**src/rtl/adc_acc_pkg.sv**
```systemverilog
package adc_acc_pkg;
   // read-out map anchors; sums follow the per-channel latest words
   localparam int unsigned MAP_CYC_LO    = 0;
   localparam int unsigned MAP_CYC_HI    = 1;
   localparam int unsigned MAP_SEQ       = 2;
   localparam int unsigned MAP_MUX       = 3;
   localparam int unsigned MAP_LAST_BASE = 4;
endpackage

```
**src/rtl/adc_chan_acc.sv**
```systemverilog
module adc_chan_acc #(
   parameter int unsigned RW = 12,
   parameter int unsigned SW = 64
) (
   input  logic          clk,
   input  logic          rst_n,
   input  logic          clr,
   input  logic          acc,
   input  logic          upd_last,
   input  logic [RW-1:0] data,
   output logic [SW-1:0] sum_o,
   output logic [RW-1:0] last_o
);
   always_ff @(posedge clk or negedge rst_n) begin
      if (!rst_n) begin
         sum_o  <= '0;
         last_o <= '0;
      end else begin
         if (clr)
            sum_o <= '0;
         else if (acc)
            sum_o <= sum_o + SW'(data);
         if (upd_last)
            last_o <= data;
      end
   end
endmodule

```
**src/rtl/adc_run_cnt.sv**
```systemverilog
module adc_run_cnt #(
   parameter int unsigned QW = 32,
   parameter int unsigned CW = 64
) (
   input  logic          clk,
   input  logic          rst_n,
   input  logic          clr,
   input  logic          run,
   input  logic          seq_hit,
   output logic [QW-1:0] seq_o,
   output logic [CW-1:0] cyc_o
);
   always_ff @(posedge clk or negedge rst_n) begin
      if (!rst_n) begin
         seq_o <= '0;
         cyc_o <= '0;
      end else if (clr) begin
         seq_o <= '0;
         cyc_o <= '0;
      end else if (run) begin
         cyc_o <= cyc_o + CW'(1);
         if (seq_hit)
            seq_o <= seq_o + QW'(1);
      end
   end
endmodule

```
**src/rtl/adc_accum_snap.sv**
```systemverilog
module adc_accum_snap #(
   parameter int unsigned NCH = 4,
   parameter int unsigned RW  = 12,
   parameter int unsigned SW  = 64,
   parameter int unsigned QW  = 32,
   parameter int unsigned CW  = 64,
   parameter int unsigned DW  = 32,
   localparam int unsigned CHW = $clog2(NCH + 1),
   localparam int unsigned AW  = $clog2(4 + 3 * NCH)
) (
   input  logic           clk,
   input  logic           rst_n,
   input  logic           samp_en,
   input  logic           conv_vld,
   input  logic [CHW-1:0] conv_ch,
   input  logic [RW-1:0]  conv_data,
   input  logic           snap_wr,
   output logic           snap_pend,
   input  logic [AW-1:0]  rd_addr,
   output logic [DW-1:0]  rd_data
);
   import adc_acc_pkg::*;

   localparam int unsigned SUM_BASE = MAP_LAST_BASE + NCH;

   if (NCH < 1)             $error("NCH must be at least 1");
   if (SW <= RW)            $error("SW must exceed RW");
   if (SW > 2 * DW)         $error("SW must fit two read words");
   if (CW > 2 * DW)         $error("CW must fit two read words");
   if (QW > DW || RW > DW)  $error("QW and RW must fit one read word");

   logic          en_q;
   logic          clr, run;
   logic [SW-1:0] live_sum [NCH];
   logic [RW-1:0] live_last [NCH+1];
   logic [QW-1:0] live_seq;
   logic [CW-1:0] live_cyc;
   logic [SW-1:0] sh_sum [NCH];
   logic [RW-1:0] sh_last [NCH+1];
   logic [QW-1:0] sh_seq;
   logic [CW-1:0] sh_cyc;

   assign clr = samp_en & ~en_q;
   assign run = samp_en &  en_q;

   always_ff @(posedge clk or negedge rst_n) begin
      if (!rst_n) begin
         en_q      <= 1'b0;
         snap_pend <= 1'b0;
      end else begin
         en_q      <= samp_en;
         snap_pend <= snap_wr;
      end
   end

   for (genvar g = 0; g <= NCH; g++) begin : g_src
      logic hit;
      assign hit = samp_en & conv_vld & (conv_ch == CHW'(g));
      if (g < NCH) begin : g_acc
         adc_chan_acc #(.RW(RW), .SW(SW)) i_acc (
            .clk      (clk),
            .rst_n    (rst_n),
            .clr      (clr),
            .acc      (run & hit),
            .upd_last (hit),
            .data     (conv_data),
            .sum_o    (live_sum[g]),
            .last_o   (live_last[g])
         );
      end else begin : g_mux
         always_ff @(posedge clk or negedge rst_n) begin
            if (!rst_n)
               live_last[g] <= '0;
            else if (hit)
               live_last[g] <= conv_data;
         end
      end
   end

   adc_run_cnt #(.QW(QW), .CW(CW)) i_cnt (
      .clk     (clk),
      .rst_n   (rst_n),
      .clr     (clr),
      .run     (run),
      .seq_hit (conv_vld & (conv_ch == CHW'(NCH - 1))),
      .seq_o   (live_seq),
      .cyc_o   (live_cyc)
   );

   always_ff @(posedge clk or negedge rst_n) begin
      if (!rst_n) begin
         sh_seq <= '0;
         sh_cyc <= '0;
         for (int c = 0; c < NCH; c++) sh_sum[c] <= '0;
         for (int c = 0; c <= NCH; c++) sh_last[c] <= '0;
      end else if (snap_pend) begin
         sh_seq <= live_seq;
         sh_cyc <= live_cyc;
         for (int c = 0; c < NCH; c++) sh_sum[c] <= live_sum[c];
         for (int c = 0; c <= NCH; c++) sh_last[c] <= live_last[c];
      end
   end

   always_comb begin
      rd_data = '0;
      if (rd_addr == AW'(MAP_CYC_LO)) rd_data = DW'(sh_cyc);
      if (rd_addr == AW'(MAP_CYC_HI)) rd_data = DW'(sh_cyc >> DW);
      if (rd_addr == AW'(MAP_SEQ))    rd_data = DW'(sh_seq);
      if (rd_addr == AW'(MAP_MUX))    rd_data = DW'(sh_last[NCH]);
      for (int c = 0; c < NCH; c++) begin
         if (rd_addr == AW'(MAP_LAST_BASE + c))  rd_data = DW'(sh_last[c]);
         if (rd_addr == AW'(SUM_BASE + 2*c))     rd_data = DW'(sh_sum[c]);
         if (rd_addr == AW'(SUM_BASE + 2*c + 1)) rd_data = DW'(sh_sum[c] >> DW);
      end
   end
endmodule

```
**config.mk**
```make
export PLATFORM = sky130hd
export DESIGN_NAME = adc_accum_snap
export DESIGN_NICKNAME = d
export VERILOG_FILES = /design/src/rtl/adc_acc_pkg.sv /design/src/rtl/adc_chan_acc.sv /design/src/rtl/adc_run_cnt.sv /design/src/rtl/adc_accum_snap.sv
export SDC_FILE = /design/constraint.sdc
export NUM_CORES = 2
export LEC_CHECK = 0
export ABC_AREA = 1
export BUFFER_PORTS_ARGS = -buffer_cell sky130_fd_sc_hd__buf_2
export CORE_MARGIN = 3
export CORE_UTILIZATION = 45
export DETAILED_ROUTE_END_ITERATION = 12
export GPL_ROUTABILITY_DRIVEN = 0
export HOLD_SLACK_MARGIN = 0.02
export PLACE_DENSITY = 0.58
export SLEW_MARGIN = 20
export SYNTH_ARGS = -nofsm -noshare
export SYNTH_HDL_FRONTEND = slang
export SYNTH_SLANG_ARGS = --single-unit
export TNS_END_PERCENT = 50
```
**constraint.sdc**
```tcl
create_clock -name clk -period 2.3 [get_ports clk]
set_input_delay 0.345 -clock clk [delete_from_list [all_inputs] [get_ports clk]]
set_output_delay 0.345 -clock clk [all_outputs]
set_load 0.005 [all_outputs]
```
**Word-level counts from Yosys, hierarchy flattened**

Index checks and enable logic that the tools add are counted.

- Bitwise logic cells: 14
- Eq/ne operators: 19
- Reductions and logical operators: 9
- $add $sub $neg: 6
- Multiplexer cells: 29

Operator list:

| operator | number |
|---|---|
| 2-to-1 mux 64 bit | 10 |
| 2-to-1 mux 32 bit | 19 |
| adder 64 x 12 -> 64 bit | 4 |
| adder 64 x 1 -> 64 bit, second input constant | 1 |
| adder 32 x 1 -> 32 bit, second input constant | 1 |
| equality test 4 bit, second input constant | 8 |
| equality test 4 x 3 -> 1 bit, second input constant | 4 |
| AND 1 bit | 13 |
| nonzero test 2 bit | 6 |
| equality test 4 x 2 -> 1 bit, second input constant | 2 |
| equality test 3 x 2 -> 1 bit, second input constant | 2 |
| equality test 4 x 1 -> 1 bit, second input constant | 1 |
| zero test 4 bit | 1 |
| equality test 3 x 1 -> 1 bit, second input constant | 1 |
| equality test 3 bit, second input constant | 1 |
| zero test 3 bit | 1 |
| AND reduction 2 bit | 1 |
| inverter 1 bit | 1 |

- Register bits after elaboration: 826
- Input bits: 24
- Logic and storage cells: 101
- Output and inout port bits: 33

**Depth between registers and ports, before layout**

- Depth in word-level cells: 17
- Depth in mapped cells: 18
- Gate-level depth less buffers: 18

**Hierarchy**

Synthesis repeated with hierarchy kept, for this count alone.

- Cells, all modules: 6222
- Area, all modules: 47708.3 µm²

Modules (own cells, without submodules):

| module | cells an instance | times used | sequential area each (µm²) | area an instance (µm²) |
|---|---|---|---|---|
| adc_accum_snap | 1821 | 1 | 10660.2 | 18841.8 |
| adc_chan_acc (g_src[1].g_acc.i_acc ...) | 876 | 3 | 1901.8 | 5746.8 |
| adc_run_cnt | 902 | 1 | 2402.3 | 5974.5 |
| adc_chan_acc (g_src[0].g_acc.i_acc) | 871 | 1 | 1901.8 | 5651.7 |

**Worst setup path after synthesis**

Ideal clock, no wire load.

- Kind: reg-to-reg
- Start: register g_src[0].g_acc.i_acc.sum_o[0]
- End: register g_src[0].g_acc.i_acc.sum_o[46]
- Clock period less this slack: 2.067 ns
- Path buffers: 0
- Cell stages (with the launch flop): 16
- Arrival time: 1.991 ns
- Setup slack: 0.233 ns
- Required time: 2.224 ns
- Setup time: 0.076 ns
- Path through: dfrtp_1 -> ha_1 -> fa_1 -> nand3_1 -> nand3_1 -> nand2_1 -> nand3_2 -> inv_1 -> o21bai_2 -> nand2_1 -> inv_2 -> nand2_1 -> clkinv_1 -> nand2_1 -> nand3_1 -> o21ai_1

- Word-level cells in the longest chain between the ends: 3

Ends and longest elaborated chain:

| what | line | RTL |
|---|---|---|
| start: declaration | adc_chan_acc.sv:11 | `output logic [SW-1:0] sum_o,` |
| start signal: assignment | adc_chan_acc.sv:22 | `sum_o <= sum_o + SW'(data);` |
| adder 64 x 12 -> 64 bit | adc_chan_acc.sv:22 |  |
| 2-to-1 mux 64 bit | adc_chan_acc.sv:21 | `else if (acc)` |
| 2-to-1 mux 64 bit | adc_chan_acc.sv:19 | `if (clr)` |

Every way passes these cells. The select of a mux whose other input is x is not followed.
A chain may end at the register's enable or synchronous reset.

**Worst setup path after layout**

- Start: register sh_cyc[62]
- End: output rd_data[30]

- Word-level cells in the longest chain between the ends: 15

Ends and longest elaborated chain:

| what | line | RTL |
|---|---|---|
| start: declaration | adc_accum_snap.sv:41 | `logic [CW-1:0] sh_cyc;` |
| start signal: assignment | adc_accum_snap.sv:98 | `sh_cyc <= live_cyc;` |
| 2-to-1 mux 32 bit | adc_accum_snap.sv:107 | `if (rd_addr == AW'(MAP_CYC_HI)) rd_data = DW'(sh_cyc >> DW);` |
| 2-to-1 mux 32 bit | adc_accum_snap.sv:108 | `if (rd_addr == AW'(MAP_SEQ)) rd_data = DW'(sh_seq);` |
| 2-to-1 mux 32 bit | adc_accum_snap.sv:109 | `if (rd_addr == AW'(MAP_MUX)) rd_data = DW'(sh_last[NCH]);` |
| 2-to-1 mux 32 bit | adc_accum_snap.sv:111 | `if (rd_addr == AW'(MAP_LAST_BASE + c)) rd_data = DW'(sh_last[c]);` |
| 2-to-1 mux 32 bit | adc_accum_snap.sv:112 | `if (rd_addr == AW'(SUM_BASE + 2*c)) rd_data = DW'(sh_sum[c]);` |
| 2-to-1 mux 32 bit | adc_accum_snap.sv:113 | `if (rd_addr == AW'(SUM_BASE + 2*c + 1)) rd_data = DW'(sh_sum[c] >> DW);` |
| 2-to-1 mux 32 bit | adc_accum_snap.sv:111 |  |
| 2-to-1 mux 32 bit | adc_accum_snap.sv:112 |  |
| 2-to-1 mux 32 bit | adc_accum_snap.sv:113 |  |
| 2-to-1 mux 32 bit | adc_accum_snap.sv:111 |  |
| 2-to-1 mux 32 bit | adc_accum_snap.sv:112 |  |
| 2-to-1 mux 32 bit | adc_accum_snap.sv:113 |  |
| 2-to-1 mux 32 bit | adc_accum_snap.sv:111 |  |
| 2-to-1 mux 32 bit | adc_accum_snap.sv:112 |  |
| 2-to-1 mux 32 bit | adc_accum_snap.sv:113 |  |
| end: declaration | adc_accum_snap.sv:20 | `output logic [DW-1:0] rd_data` |

Every way passes these cells.

==> metrics.cfg <==
[sta]
setup_viol = 33
slew_headroom = 0.497
hold_viol_final = 0
rsz0062_at_grt = yes
worst_pin_slew_ns = 0.753
finalCriticalPeriod_ns = 2.88
finalWorstSetupSlack_ns = -0.581
slew_violations = 0
finClkSkew_ns = 0.0240
tns_ns = -12.75
max_freq_mhz = 347
fin_crit_sh = 1.25

[placed_design]
placed_cells_incl_taps = 7324
port_buffers = 56
hpwl_um = 123000

[die]
coreArea_sq_mm = 0.0959
ios = 57
die-area_sq_mm = 0.101
die_h_um = 318
start_util = 0.458
die_w_um = 318
rows = 113

[route]
vias = 41800
finalWirelength_um = 162000
via_per_inst = 5.56
drt_iter0_drc = 3846
ant_nets = 0
wl_per_cell_um = 21.5
first_pass_iters = 6
drc_errors = 0

[finish]
nets = 6257
n_fill_cell = 9058
syn_to_final_growth_pct = 22.9
fin_util = 0.563
drive_gt1_frac = 0.195
final_cells = 7513

[global_route]
grt_pass1_wl_um = 244000
overflow = 0
antenna_found_initial = 5
grtUsageTotal = 0.312
grt_max_degree = 106
grt_pass1_vias = 39800

[worst_setup_path]
r2r_slack_ns = -0.01
rr_endpoint = g_src[1].g_acc.i_acc.sum_o[31]$_DFFE_PN0P_
worstReg2RegStart = g_src[1].g_acc.i_acc.sum_o[2]$_DFFE_PN0P_
reg2reg_depth = 13
cp_top_family = simple AND/OR/NAND/NOR gates
cp.required_ns = 1.96
endpoint_kind = output pin
cp_slowest_cell = dfrtp_1
start_kind = flop
path_cells = inv_2, o22ai_2, a21oi_4, o21ai_2, a21oi_2, nand4_1, nor2_2, nand3_2, buf_2
worst-path-buf-inv = 2
worstSetupPathType = reg -> out
arrival_ns = 2.54
worst_path_largest_cell_delay_ns = 0.37
crit_fanout = 2

[job]
drv_cap = 0

[cts]
clock_path_buffers = 3
cts_root_buffer = clkbuf_16
htreeDepth = 3
cts_buffers = 93
clock_latency_ns = 0.67
cts.sinks = 826
cts_tree = done
path_clk_slew_ns = 0.06

[hold_path]
hold_depth = 3
hold_class = in -> reg
hp-start = samp_en
min_to = i_cnt.cyc_o[1]$_DFFE_PN0P_

[synth]
avgSynthCellArea_sq_um = 7.69
seq_area_frac_synth = 0.470
ys_async_sr_fraction = 1.00
synthDistinctLibCells = 64
ys_seq_elements = 826
ys.flop_type = dfrtp_1
synth_edf_count = 0
synth_nets = 5794
synth.cell_area_sq_mm = 0.0439
syn_inst = 5716
ys_warn_count = 0

[power_and_ir_drop]
leakage_nw = 24.6
power_density_mw_per_mm2 = 649
ir_worst_vdd_uv = 638

[outcome]
failed_checks = setup timing
outcome = finished with violations

==> sequential cells by signal (all words and copies together), names as in the netlist <==
| signal | cells |
|---|---|
| sh_seq | 32 |
| sh_sum | 256 |
| g_src.g_acc.i_acc.last_o | 48 |
| g_src.g_acc.i_acc.sum_o | 256 |
| i_cnt.seq_o | 32 |
| sh_last | 60 |
| i_cnt.cyc_o | 64 |
| snap_pend | 1 |
| live_last | 12 |
| en_q | 1 |
| sh_cyc | 64 |
==> cells in the mapped netlist, types with 4 or more instances <==
cell | instances | area [sq um]
a21boi_0 | 4 | 30.0
a21o_1 | 5 | 37.5
a21oi_1 | 428 | 2140
a31oi_1 | 4 | 25.0
and2_1 | 6 | 37.5
and3_1 | 8 | 50.1
buf_1 | 23 | 86.3
buf_2 | 44 | 220
clkbuf_1 | 123 | 462
clkinv_1 | 4 | 15.0
dfrtp_1 | 826 | 20700
fa_1 | 4 | 80.1
ha_1 | 50 | 626
inv_1 | 726 | 2730
inv_2 | 18 | 67.6
mux2_2 | 104 | 1170
nand2_1 | 1185 | 4450
nand2_2 | 21 | 131
nand3_1 | 314 | 1570
nand3_2 | 7 | 70.1
nand3b_1 | 4 | 30.0
nand4_1 | 222 | 1390
nand4_2 | 4 | 50.1
nor2_1 | 678 | 2540
nor2_2 | 18 | 113
nor2_4 | 10 | 113
nor3_1 | 130 | 651
nor3_2 | 21 | 210
nor3_4 | 5 | 81.3
nor3b_1 | 4 | 30.0
nor4_1 | 43 | 269
o211ai_1 | 4 | 30.0
o21a_1 | 18 | 135
o21ai_0 | 483 | 2420
o21ai_1 | 46 | 230
o21ai_2 | 5 | 43.8
o21bai_1 | 7 | 52.6
o22ai_1 | 43 | 269
o31ai_1 | 7 | 52.6
or2_2 | 8 | 50.1
xor2_1 | 11 | 96.3
==> worst max-delay path by stage <==
stage	cells past startpoint	start	end
2_1_floorplan	15	g_src[0].g_acc.i_acc.sum_o[0]$_DFFE_PN0P_	g_src[0].g_acc.i_acc.sum_o[46]$_DFFE_PN0P_
3_3_place_gp	13	rd_addr[0]	rd_data[30]
3_5_place_dp	13	rd_addr[0]	rd_data[30]
4_1_cts	9	sh_cyc[62]$_DFFE_PN0P_	rd_data[30]
5_1_grt	9	sh_cyc[62]$_DFFE_PN0P_	rd_data[30]
6_report	9	sh_cyc[62]$_DFFE_PN0P_	rd_data[30]
==> layout by cell type (no fill, tap or decap), types with 17 or more instances in the layout <==
master	netlist	layout
a21oi_1	428	392
a21oi_2	0	34
buf_12	0	55
buf_2	44	50
buf_4	3	450
clkbuf_1	123	22
clkbuf_16	0	97
clkbuf_8	0	20
dfrtp_1	826	825
ha_1	50	30
ha_4	0	17
inv_1	726	705
inv_2	18	37
mux2_2	104	104
nand2_1	1185	1112
nand2_2	21	79
nand2_4	2	17
nand3_1	314	272
nand3_2	7	41
nand4_1	222	222
nor2_1	678	615
nor2_2	18	60
nor2_4	10	31
nor3_1	130	124
nor3_2	21	26
nor4_1	43	41
o21a_1	18	18
o21ai_0	483	452
o21ai_1	46	69
o22ai_1	43	41
==> worst register-to-register path: stages, from the launching register on <==
cell and delay [ns]:
dfrtp_1 0.42, ha_4 0.32, buf_4 0.13, nand3_4 0.11, nor2_4 0.14, nor2_2 0.09
o21ai_4 0.25, buf_4 0.16, nand3_2 0.11, buf_4 0.16, buf_4 0.11, nor2_1 0.11
nand2_1 0.06, o21ai_0 0.07
==> area by class of cell <==
type,instances,area (sq um),share of cell area
Multi-Input combinational cell,3944,20900,0.388
Sequential cell,826,20700,0.383
Timing Repair Buffer,564,4830,0.0895
Inverter,750,2830,0.0524
Clock buffer,139,2790,0.0516
Tap cell,1265,1580,0.0293
Clock inverter,24,354,0.00656
Antenna cell,1,2.50,0.0000463
==> metrics by stage <==
step                      power, mW  area, sq um  setup WS (ns)  hold WS (ns)
after floorplan                17.8        43900          0.233        0.0494
after global placement         19.5        49300         -0.971         0.312
after detailed placement       19.5        49300         -0.977         0.314
after CTS                      35.2        53000         -0.660        0.0427
after global routing           36.3        54000         -0.622         0.107
final                          35.0        54000         -0.581        0.0816
==> kinds of logic after synthesis <==
kind of cell | count (synthesis) | share of synthesized area
adder cells (fa/ha/maj) | 54 | 0.0161
buffers and inverters | 946 | 0.0828
multiplexers | 107 | 0.0273
flip-flops | 826 | 0.470
XOR/XNOR | 13 | 0.00259
AO/OA/AOI/OAI | 1072 | 0.128
AND/OR/NAND/NOR | 2698 | 0.273
==> report_power, final <==
group	internal (mW)	switching [mW]
logic	1.26	2.11
registers	15.5	0.683
clock network	9.32	6.21
total	26.0	9.00
==> timing repair <==
action / in CTS / in global routing
endpoints found under the hold margin: 174 / 0
gates resized for setup: 166 / 206
setup endpoints to repair: 94 / 195
buffers inserted: 0 / 26
hold buffers: 2 / 0
pin swaps: 94 / 144
==> routing by layer <==
layer / vias to the layer above / global-route usage / share of wire
li1: 19800 / - / -
met4: 4 / 0.131 / 0.050
met5: - / 0 / 0.00014
met1: 20200 / 0.406 / 0.41
met3: 365 / 0.0383 / 0.053
met2: 1394 / 0.527 / 0.48
No activity file was read; power rests on OpenSTA's default activity.
